**src/rtl/bes_pkg.sv**
```systemverilog
package bes_pkg;
  typedef enum logic [1:0] {
    ST_IDLE = 2'd0,
    ST_ADDR = 2'd1,
    ST_DATA = 2'd2
  } sendState_e;

  typedef struct packed {
    logic load;
    logic drvAddr;
    logic drvData;
  } ctrlStrobe_t;
endpackage

```
**src/rtl/bes_debounce.sv**
```systemverilog
module bes_debounce #(
  parameter int DEBOUNCE_CYC = 16
) (
  input  logic clk,
  input  logic rst_n,
  input  logic rawN,
  output logic pressPulse
);
  localparam int CNT_W = $clog2(DEBOUNCE_CYC + 1);
  localparam logic [CNT_W-1:0] LIM = CNT_W'(DEBOUNCE_CYC - 1);

  logic [1:0] syncQ;
  logic syncLvl;
  logic stableQ;
  logic [CNT_W-1:0] cntQ;

  assign syncLvl = ~syncQ[1];

  always_ff @(posedge clk or negedge rst_n) begin
    if (!rst_n) begin
      syncQ <= 2'b11;
    end else begin
      syncQ <= {syncQ[0], rawN};
    end
  end

  always_ff @(posedge clk or negedge rst_n) begin
    if (!rst_n) begin
      stableQ <= 1'b0;
      cntQ    <= '0;
    end else if (syncLvl != stableQ) begin
      if (cntQ == LIM) begin
        stableQ <= syncLvl;
        cntQ    <= '0;
      end else begin
        cntQ <= cntQ + 1'b1;
      end
    end else begin
      cntQ <= '0;
    end
  end

  assign pressPulse = syncLvl & ~stableQ & (cntQ == LIM);


  settle_dir_chk: assert property (@(posedge clk) disable iff (!rst_n)
    (stableQ != $past(stableQ)) |-> (stableQ == $past(syncLvl)));
endmodule

```
**src/rtl/bes_datapath.sv**
```systemverilog
module bes_datapath import bes_pkg::*; #(
  parameter int NUM_BTN = 4,
  parameter int DATA_W = 32,
  parameter int COMM_W = 5,
  parameter int DEBOUNCE_CYC = 16,
  parameter logic [DATA_W-1:0] DEST_ADDR = 'h300,
  parameter logic [COMM_W-1:0] SEND_CMD = 'h2
) (
  input  logic clk,
  input  logic rst_n,
  input  logic [NUM_BTN-1:0] btnN,
  input  logic fullIn,
  input  ctrlStrobe_t strb,
  output logic pendAny,
  output logic weOut,
  output logic avOut,
  output logic [COMM_W-1:0] commOut,
  output logic [DATA_W-1:0] dataOut
);
  localparam int PAD_W = DATA_W - NUM_BTN;

  logic [NUM_BTN-1:0] pulses;
  logic [NUM_BTN-1:0] pendQ;
  logic [NUM_BTN-1:0] payloadQ;

  for (genvar b = 0; b < NUM_BTN; b++) begin : g_btn
    bes_debounce #(.DEBOUNCE_CYC(DEBOUNCE_CYC)) u_deb (
      .clk(clk),
      .rst_n(rst_n),
      .rawN(btnN[b]),
      .pressPulse(pulses[b])
    );
  end

  always_ff @(posedge clk or negedge rst_n) begin
    if (!rst_n) begin
      pendQ    <= '0;
      payloadQ <= '0;
    end else if (strb.load) begin
      payloadQ <= pendQ;
      pendQ    <= pulses;
    end else begin
      pendQ <= pendQ | pulses;
    end
  end

  assign pendAny = |pendQ;
  assign weOut   = strb.drvAddr | strb.drvData;
  assign avOut   = strb.drvAddr;
  assign commOut = weOut ? SEND_CMD : '0;

  always_comb begin
    dataOut = '0;
    if (strb.drvAddr) dataOut = DEST_ADDR;
    else if (strb.drvData) dataOut = {{PAD_W{1'b0}}, payloadQ};
  end


  no_write_full_chk: assert property (@(posedge clk) disable iff (!rst_n)
    weOut |-> !fullIn);

  idle_quiet_chk: assert property (@(posedge clk) disable iff (!rst_n)
    !weOut |-> (commOut == '0 && !avOut && dataOut == '0));

  cmd_code_chk: assert property (@(posedge clk) disable iff (!rst_n)
    weOut |-> (commOut == SEND_CMD));

  pend_keep_chk: assert property (@(posedge clk) disable iff (!rst_n)
    !strb.load |=> ((pendQ & $past(pendQ)) == $past(pendQ)));
endmodule

```
**src/rtl/bes_control.sv**
```systemverilog
module bes_control import bes_pkg::*; (
  input  logic clk,
  input  logic rst_n,
  input  logic fullIn,
  input  logic pendAny,
  output ctrlStrobe_t strb
);
  sendState_e stateQ, stateD;

  always_comb begin
    stateD = stateQ;
    unique case (stateQ)
      ST_IDLE: if (pendAny) stateD = ST_ADDR;
      ST_ADDR: if (!fullIn) stateD = ST_DATA;
      ST_DATA: if (!fullIn) stateD = ST_IDLE;
      default: stateD = ST_IDLE;
    endcase
  end

  always_ff @(posedge clk or negedge rst_n) begin
    if (!rst_n) stateQ <= ST_IDLE;
    else        stateQ <= stateD;
  end

  assign strb.load    = (stateQ == ST_IDLE) && pendAny;
  assign strb.drvAddr = (stateQ == ST_ADDR) && !fullIn;
  assign strb.drvData = (stateQ == ST_DATA) && !fullIn;


  stall_hold_chk: assert property (@(posedge clk) disable iff (!rst_n)
    (stateQ != ST_IDLE && fullIn) |=> $stable(stateQ));

  addr_then_data_chk: assert property (@(posedge clk) disable iff (!rst_n)
    strb.drvAddr |=> (stateQ == ST_DATA));
endmodule

```
**src/rtl/btn_event_sender.sv**
```systemverilog
module btn_event_sender import bes_pkg::*; #(
  parameter int NUM_BTN = 4,
  parameter int DATA_W = 32,
  parameter int COMM_W = 5,
  parameter int DEBOUNCE_CYC = 50000,
  parameter logic [DATA_W-1:0] DEST_ADDR = 'h300,
  parameter logic [COMM_W-1:0] SEND_CMD = 'h2
) (
  input  logic clk,
  input  logic rst_n,
  input  logic [NUM_BTN-1:0] btnN,
  input  logic full_in,
  output logic av_out,
  output logic [COMM_W-1:0] comm_out,
  output logic [DATA_W-1:0] data_out,
  output logic we_out
);
  ctrlStrobe_t strb;
  logic pendAny;

  bes_control u_ctrl (
    .clk(clk),
    .rst_n(rst_n),
    .fullIn(full_in),
    .pendAny(pendAny),
    .strb(strb)
  );

  bes_datapath #(
    .NUM_BTN(NUM_BTN),
    .DATA_W(DATA_W),
    .COMM_W(COMM_W),
    .DEBOUNCE_CYC(DEBOUNCE_CYC),
    .DEST_ADDR(DEST_ADDR),
    .SEND_CMD(SEND_CMD)
  ) u_dp (
    .clk(clk),
    .rst_n(rst_n),
    .btnN(btnN),
    .fullIn(full_in),
    .strb(strb),
    .pendAny(pendAny),
    .weOut(we_out),
    .avOut(av_out),
    .commOut(comm_out),
    .dataOut(data_out)
  );
endmodule

```
**config.mk**
```make
export PLATFORM = sky130hd
export DESIGN_NAME = btn_event_sender
export DESIGN_NICKNAME = d
export VERILOG_FILES = /design/src/rtl/bes_pkg.sv /design/src/rtl/bes_debounce.sv /design/src/rtl/bes_datapath.sv /design/src/rtl/bes_control.sv /design/src/rtl/btn_event_sender.sv
export SDC_FILE = /design/constraint.sdc
export NUM_CORES = 1
export LEC_CHECK = 0
export CAP_MARGIN = 20
export CORE_MARGIN = 4
export CORE_UTILIZATION = 57
export CTS_CLUSTER_SIZE = 8
export DETAILED_ROUTE_END_ITERATION = 7
export GPL_ROUTABILITY_DRIVEN = 0
export PLACE_DENSITY = 0.91
export SETUP_SLACK_MARGIN = 0.1
export SLEW_MARGIN = 20
export SYNTH_ARGS = -nofsm -noshare
export SYNTH_HDL_FRONTEND = slang
export SYNTH_SLANG_ARGS = --single-unit
```
**constraint.sdc**
```tcl
create_clock -name clk -period 1.9 [get_ports clk]
set_input_delay 0.57 -clock clk [delete_from_list [all_inputs] [get_ports clk]]
set_output_delay 0.57 -clock clk [all_outputs]
set_load 0.01 [all_outputs]
```
---- Word-level counts from Yosys, hierarchy flattened ----
Cells that the tools add are included.
operators by class
  add/sub/neg operators ................... 4
  equal/unequal tests ..................... 13
  muxes and demuxes ....................... 16
  bitwise gates (word level) .............. 18
  reductions and logical operators ........ 11
operators with widths
  operator                                               number
  2-to-1 mux 16 bit                                      8
  adder 16 x 1 -> 16 bit, second input constant          4
  == test 16 bit, second input constant                  4
  2-to-1 mux 32 bit                                      1
  bitwise AND 1 bit                                      8
  2-to-1 mux 2 bit                                       4
  2-to-1 mux 4 bit                                       2
  NOT 1 bit                                              8
  AND reduction 2 bit                                    4
  one-hot mux 2 bit (3 select lines)                     1
  inequality test 1 bit                                  4
  inequality test 2 bit, second input constant           2
  bitwise OR 4 bit                                       1
  OR reduction 4 bit                                     1
  logical AND 1 bit                                      3
  AND reduction 3 bit                                    1
  == test 2 x 1 -> 1 bit, second input constant          1
  == test 2 bit, second input constant                   1
  logical NOT 2 bit                                      1
  inequality test 2 x 1 -> 1 bit, second input constant  1
  logical NOT 1 bit                                      1
  bitwise OR 1 bit                                       1
word-level totals
  flip-flop bits (word level) ............. 86
  input port bits ......................... 7
  output and inout port bits .............. 39
  word-level logic and storage cells ...... 77

---- Depth between registers and ports, before layout ----
  depth after elaboration ................. 5
  mapped depth ............................ 7
  gate-level depth less buffers ........... 5

---- By module ----
Synthesis repeated with hierarchy kept, for this count alone.
second synthesis, totals
  cells, all modules ...................... 425
  area, all modules ....................... 4565.6 µm²
modules (own cells, without submodules)
  module        instances  cells an instance  area each (µm²)  sequential area each (µm²)
  bes_debounce  4          89                 969.7            478.0
  bes_datapath  1          59                 584.3            200.2
  bes_control   1          10                 102.6            50.0

---- Worst setup path after synthesis ----
Ideal clock, no wire load.
  kind .................................... flip-flop to flip-flop
  start ................................... register u_dp.g_btn[2].u_deb.cntQ[7]
  end ..................................... register u_dp.g_btn[2].u_deb.cntQ[11]
  setup time .............................. 0.119 ns
  arrival ................................. 1.659 ns
  data required time ...................... 1.781 ns
  path slack .............................. 0.122 ns
  cell stages (with the launch flop) ...... 7
  path buffers ............................ 2
  period minus slack after synthesis ...... 1.778 ns
  cell sequence ........................... dfrtp_1 -> or4b_4 -> nor4_4 -> or2_1 -> buf_6 -> buf_12 -> nor2_1
on the way
  cells in the longest elaborated chain, start to end .. 3
  elaborated cells between the ends (all ways) .. 4
  classes of those cells .................. 1 x add/sub; 1 x eq/ne; 2 x mux
ends and longest elaborated chain
  item                                                             RTL line                                source
  start, declared                                                  bes_debounce.sv:15                      logic [CNT_W-1:0] cntQ;
  start signal, assigned                                           bes_debounce.sv:36                      cntQ <= cntQ + 1'b1;
  adder 16 x 1 -> 16 bit / == test 16 bit (equally long branches)  bes_debounce.sv:36, bes_debounce.sv:32
  2-to-1 mux 16 bit (*)                                            bes_debounce.sv:32                      if (cntQ == LIM) begin
  2-to-1 mux 16 bit (*)                                            bes_debounce.sv:31                      end else if (syncLvl != stableQ) begin
Mark *: on every way between the ends. The rest lies on a longest branch, timed or not.
A chain may end at the register's enable or synchronous reset.

---- Worst setup path after layout ----
  start ................................... input port full_in
  end ..................................... output port data_out[3]
on the way
  cells in the longest elaborated chain, start to end .. 4
  elaborated cells between the ends (all ways) .. 5
  classes of those cells .................. 2 x mux; 3 x reduce/logical
ends and longest elaborated chain
  item                   RTL line                source
  start, declared        btn_event_sender.sv:12  input logic full_in,
  logical NOT 1 bit (*)  n/a
  logical AND 1 bit      bes_control.sv:27       assign strb.drvData = (stateQ == ST_DATA) && !fullIn;
  2-to-1 mux 4 bit       bes_datapath.sv:55      else if (strb.drvData) dataOut = {{PAD_W{1'b0}}, payloadQ};
  2-to-1 mux 32 bit (*)  bes_datapath.sv:54      if (strb.drvAddr) dataOut = DEST_ADDR;
  end, declared          btn_event_sender.sv:15  output logic [DATA_W-1:0] data_out,
Marked as above.

==> metrics.md <==
| Metric | Value |
|---|---|
| Status | `finished, violations left` |
| Failing checks | `negative setup slack` |
| Remaining antenna violation count | `0` |
| Fmax achieved | `0.522 GHz` |
| Switching Share | `22.2%` |
| Initial core utilization | `59.2%` |
| Biggest area consumer among synthesized cells | `dfrtp_1` |
| CP endpoint kind | `output pin` |
| Tmin final | `1.91 ns` |
| Initial DRC Count | `192` |
| Clock root buffer | `clkbuf_8` |
| Syn Area/Cell | `10.1 um^2` |
| Clk_skew | `0.0149 ns` |
| Power per cell area | `720 nW/um^2` |
| Gr ovfl total | `0` |
| CTS clk-pin slew, worst paths | `0.09 ns` |
| Max cap viols | `0` |
| Worst Setup SP | `full_in` |
| Initial antenna violation count | `0` |
| Global-route wire length before repair | `14,700 um` |
| Full die area | `9030 um^2` |
| Post-Syn Area | `4320 um^2` |
| Die height | `95.0 um` |
| Layout cell share with drive strength beyond 1 | `27.5%` |
| WL final | `10,400 um` |
| Comb pwr share | `6.3%` |
| CTS tree | `yes` |
| IO Port Bufs | `15` |
| Reg-to-reg critical path startpoint | `u_dp.g_btn[1].u_deb.cntQ[5]$_DFF_PN0_` |
| #FFs+latches synth | `86` |
| Placement row count | `31` |
| Core Area | `7290 um^2` |
| Max Slew Vio Count | `0` |
| Fin. Hold Viols | `0` |
| DR pass1 iterations | `5` |
| VDD IR max | `0.355 mV` |
| Min-Delay Path Class | `in2async` |
| Worst path required time | `1.33 ns` |
| Layout net count | `493` |
| RSZ-0062 raised after global routing | `yes` |
| Layout fillers | `432` |
| NetSw | `0.856 mW` |
| IO Pins | `46` |
| Area Growth Syn to Fin | `24.0%` |
| Leading cell types by count after synthesis | `80 x nor2_1, 78 x dfrtp_1, 50 x xnor2_1, 35 x buf_4, 27 x inv_1` |
| CTS max path bufs | `2` |
| Vias in the first global route | `3,123` |
| EDFF count, synth | `0` |
| R2R cell count | `5` |
| Flop2flop setup slack | `0 ns` |
| Final setup fails | `3` |
| Cell with the most instances after synthesis | `nor2_1` |
| Internal | `3.00 mW` |
| Setup WS pre-CTS | `-0.603 ns` |
| CP Max Fanout | `4` |
| CP Class | `in2out` |
| Leakage | `2.19 nW` |
| Clk sinks | `86` |
| Critical Path Start Type | `input port` |
| Netlist cell types | `41` |
| Total GRT Usage | `21.0%` |
| Fraction of registers with async set or reset after synthesis | `100%` |
| Part of the cycle the worst path needs | `101%` |
| DR DRC count | `0` |
| Critical path arrival | `1.34 ns` |
| Post-synthesis cell count | `426` |
| HPWL Detailed | `5480 um` |
| Commonest register cell after synthesis | `dfrtp_1` |
| Clk pwr share | `44.5%` |
| Clock buffer count from CTS | `9` |
| Per-cell routed wire length | `17.9 um` |
| Die Span X | `95.0 um` |
| Placed Instances | `548` |
| R2r endpoint | `u_dp.g_btn[1].u_deb.cntQ[8]$_DFF_PN0_` |
| Worst Setup Slack, final | `-0.0150 ns` |
| Layout Cells excl Fill | `582` |
| CTS HTree Levels | `3` |
| Hold WS | `0.0906 ns` |
| Ys Warns | `0` |
| Vias | `3,341` |
| Sequential Power Share | `49.2%` |
| Clock Latency Late Sink | `0.36 ns` |
| Number of vias per cell | `5.74` |
| Sequential area share after synthesis | `50.1%` |
| Power, Total | `3.85 mW` |
| N_diodes | `0` |
| Synth area leaders | `dfrtp_1 45%, xnor2_1 10%, nor2_1 7.0%` |
| CP endpoint | `data_out[3]` |
| Area fraction of the dominant cell type after synthesis | `45.2%` |
| Largest net degree at the start of global routing | `51` |
| Sum Neg Setup Slack | `-0.0274 ns` |
## state kept, by name (all words and copies together) (netlist names)
name / cells
u_dp.g_btn.u_deb.stableQ: 4
u_dp.g_btn.u_deb.cntQ: 64
u_dp.g_btn.u_deb.syncQ: 8
u_dp.payloadQ: 4
u_dp.pendQ: 4
u_ctrl.stateQ: 2
## stage by stage
step | util [%] | instance area, um^2
floorplan | - | 4420
global placement | 62.6 | 4570
detailed placement | 62.6 | 4570
CTS | 69.1 | 5040
global route | 73.4 | 5350
finish | 73.4 | 5350
## per-layer routing
metal,global-route usage (%),vias to the layer above,wire length [um]
met5,0,-,0
met4,9.50,0,327
met3,3.95,32,580
met2,36.5,174,5520
met1,25.2,1666,4020
li1,-,1469,-
## area by class of cell
class	instances	area, um^2	share of cell area (%)
clock inverters	5	129	2.41
flip-flops and latches	86	2170	40.5
well taps	99	124	2.31
multi-input cells	302	2180	40.7
inverters	27	101	1.89
clock buffers	11	141	2.64
repair buffers	52	513	9.59
## worst min-delay path by stage
stage,from,end,slack [ns]
floorplan,rst_n,u_ctrl.stateQ[0]$_DFFE_PN0P_,0.27
global placement,u_dp.g_btn[3].u_deb.syncQ[0]$_DFF_PN1_,u_dp.g_btn[3].u_deb.syncQ[1]$_DFF_PN1_,0.35
detailed placement,u_dp.g_btn[3].u_deb.syncQ[0]$_DFF_PN1_,u_dp.g_btn[3].u_deb.syncQ[1]$_DFF_PN1_,0.35
CTS,rst_n,u_dp.g_btn[3].u_deb.cntQ[8]$_DFF_PN0_,0.08
global route,rst_n,u_dp.g_btn[3].u_deb.cntQ[8]$_DFF_PN0_,0.09
finish,rst_n,u_dp.g_btn[3].u_deb.cntQ[14]$_DFF_PN0_,0.09
## critical path, cell delays in order
cell and delay (ns):
dlygate4sd2_1 0.31, nor2_4 0.13, buf_6 0.10, and2_4 0.13
buf_6 0.09
## power groups by stage
stage                     logic (mW)  clock network, mW  registers, mW
after global placement         0.167                  0           1.92
after detailed placement       0.177                  0           1.93
after CTS                      0.201               1.71           1.89
final                          0.245               1.71           1.90
after global routing           0.270               1.80           1.90
after floorplan                0.147                  0           1.92
## cells in the final DEF (no fill, tap or decap), types with 4 or more instances in the layout
cell             instances
a22o_1                   6
buf_12                   4
buf_2                    5
buf_4                   30
buf_6                    4
bufinv_16                4
clkbuf_8                10
clkdlybuf4s50_1          4
conb_1                  30
dfrtp_1                 75
dfstp_2                  8
ha_1                     8
inv_1                   27
nand2_1                 11
nand3_1                 21
nand4_1                 15
nor2_1                  46
nor2_4                  33
nor3_1                  13
nor4_1                  17
or4b_4                   4
xnor2_1                 50
xor2_1                   6
## logic make-up (layout without fill, tap and decap cells)
kind of cell	count (synthesis)	count (layout)	share of synthesized area (%)
and+or+nand+nor	191	191	23.2
DFF	86	86	50.1
buffers and inverters	67	95	9.77
xor gates and xnor gates	56	56	11.4
AOI/OAI and AO/OA	14	14	2.44
adders and majority gates	8	8	2.32
muxes	3	3	0.696
other	1	30	0.0869
## timing repair
action	4_1_cts	5_1_grt
hold buffers	0	0
gates cloned	1	2
pin swaps	22	23
resized for setup	76	55
hold endpoints to repair	0	0
buffers inserted	7	8
setup endpoints to repair	43	60
(Power assumes the default switching activity.)
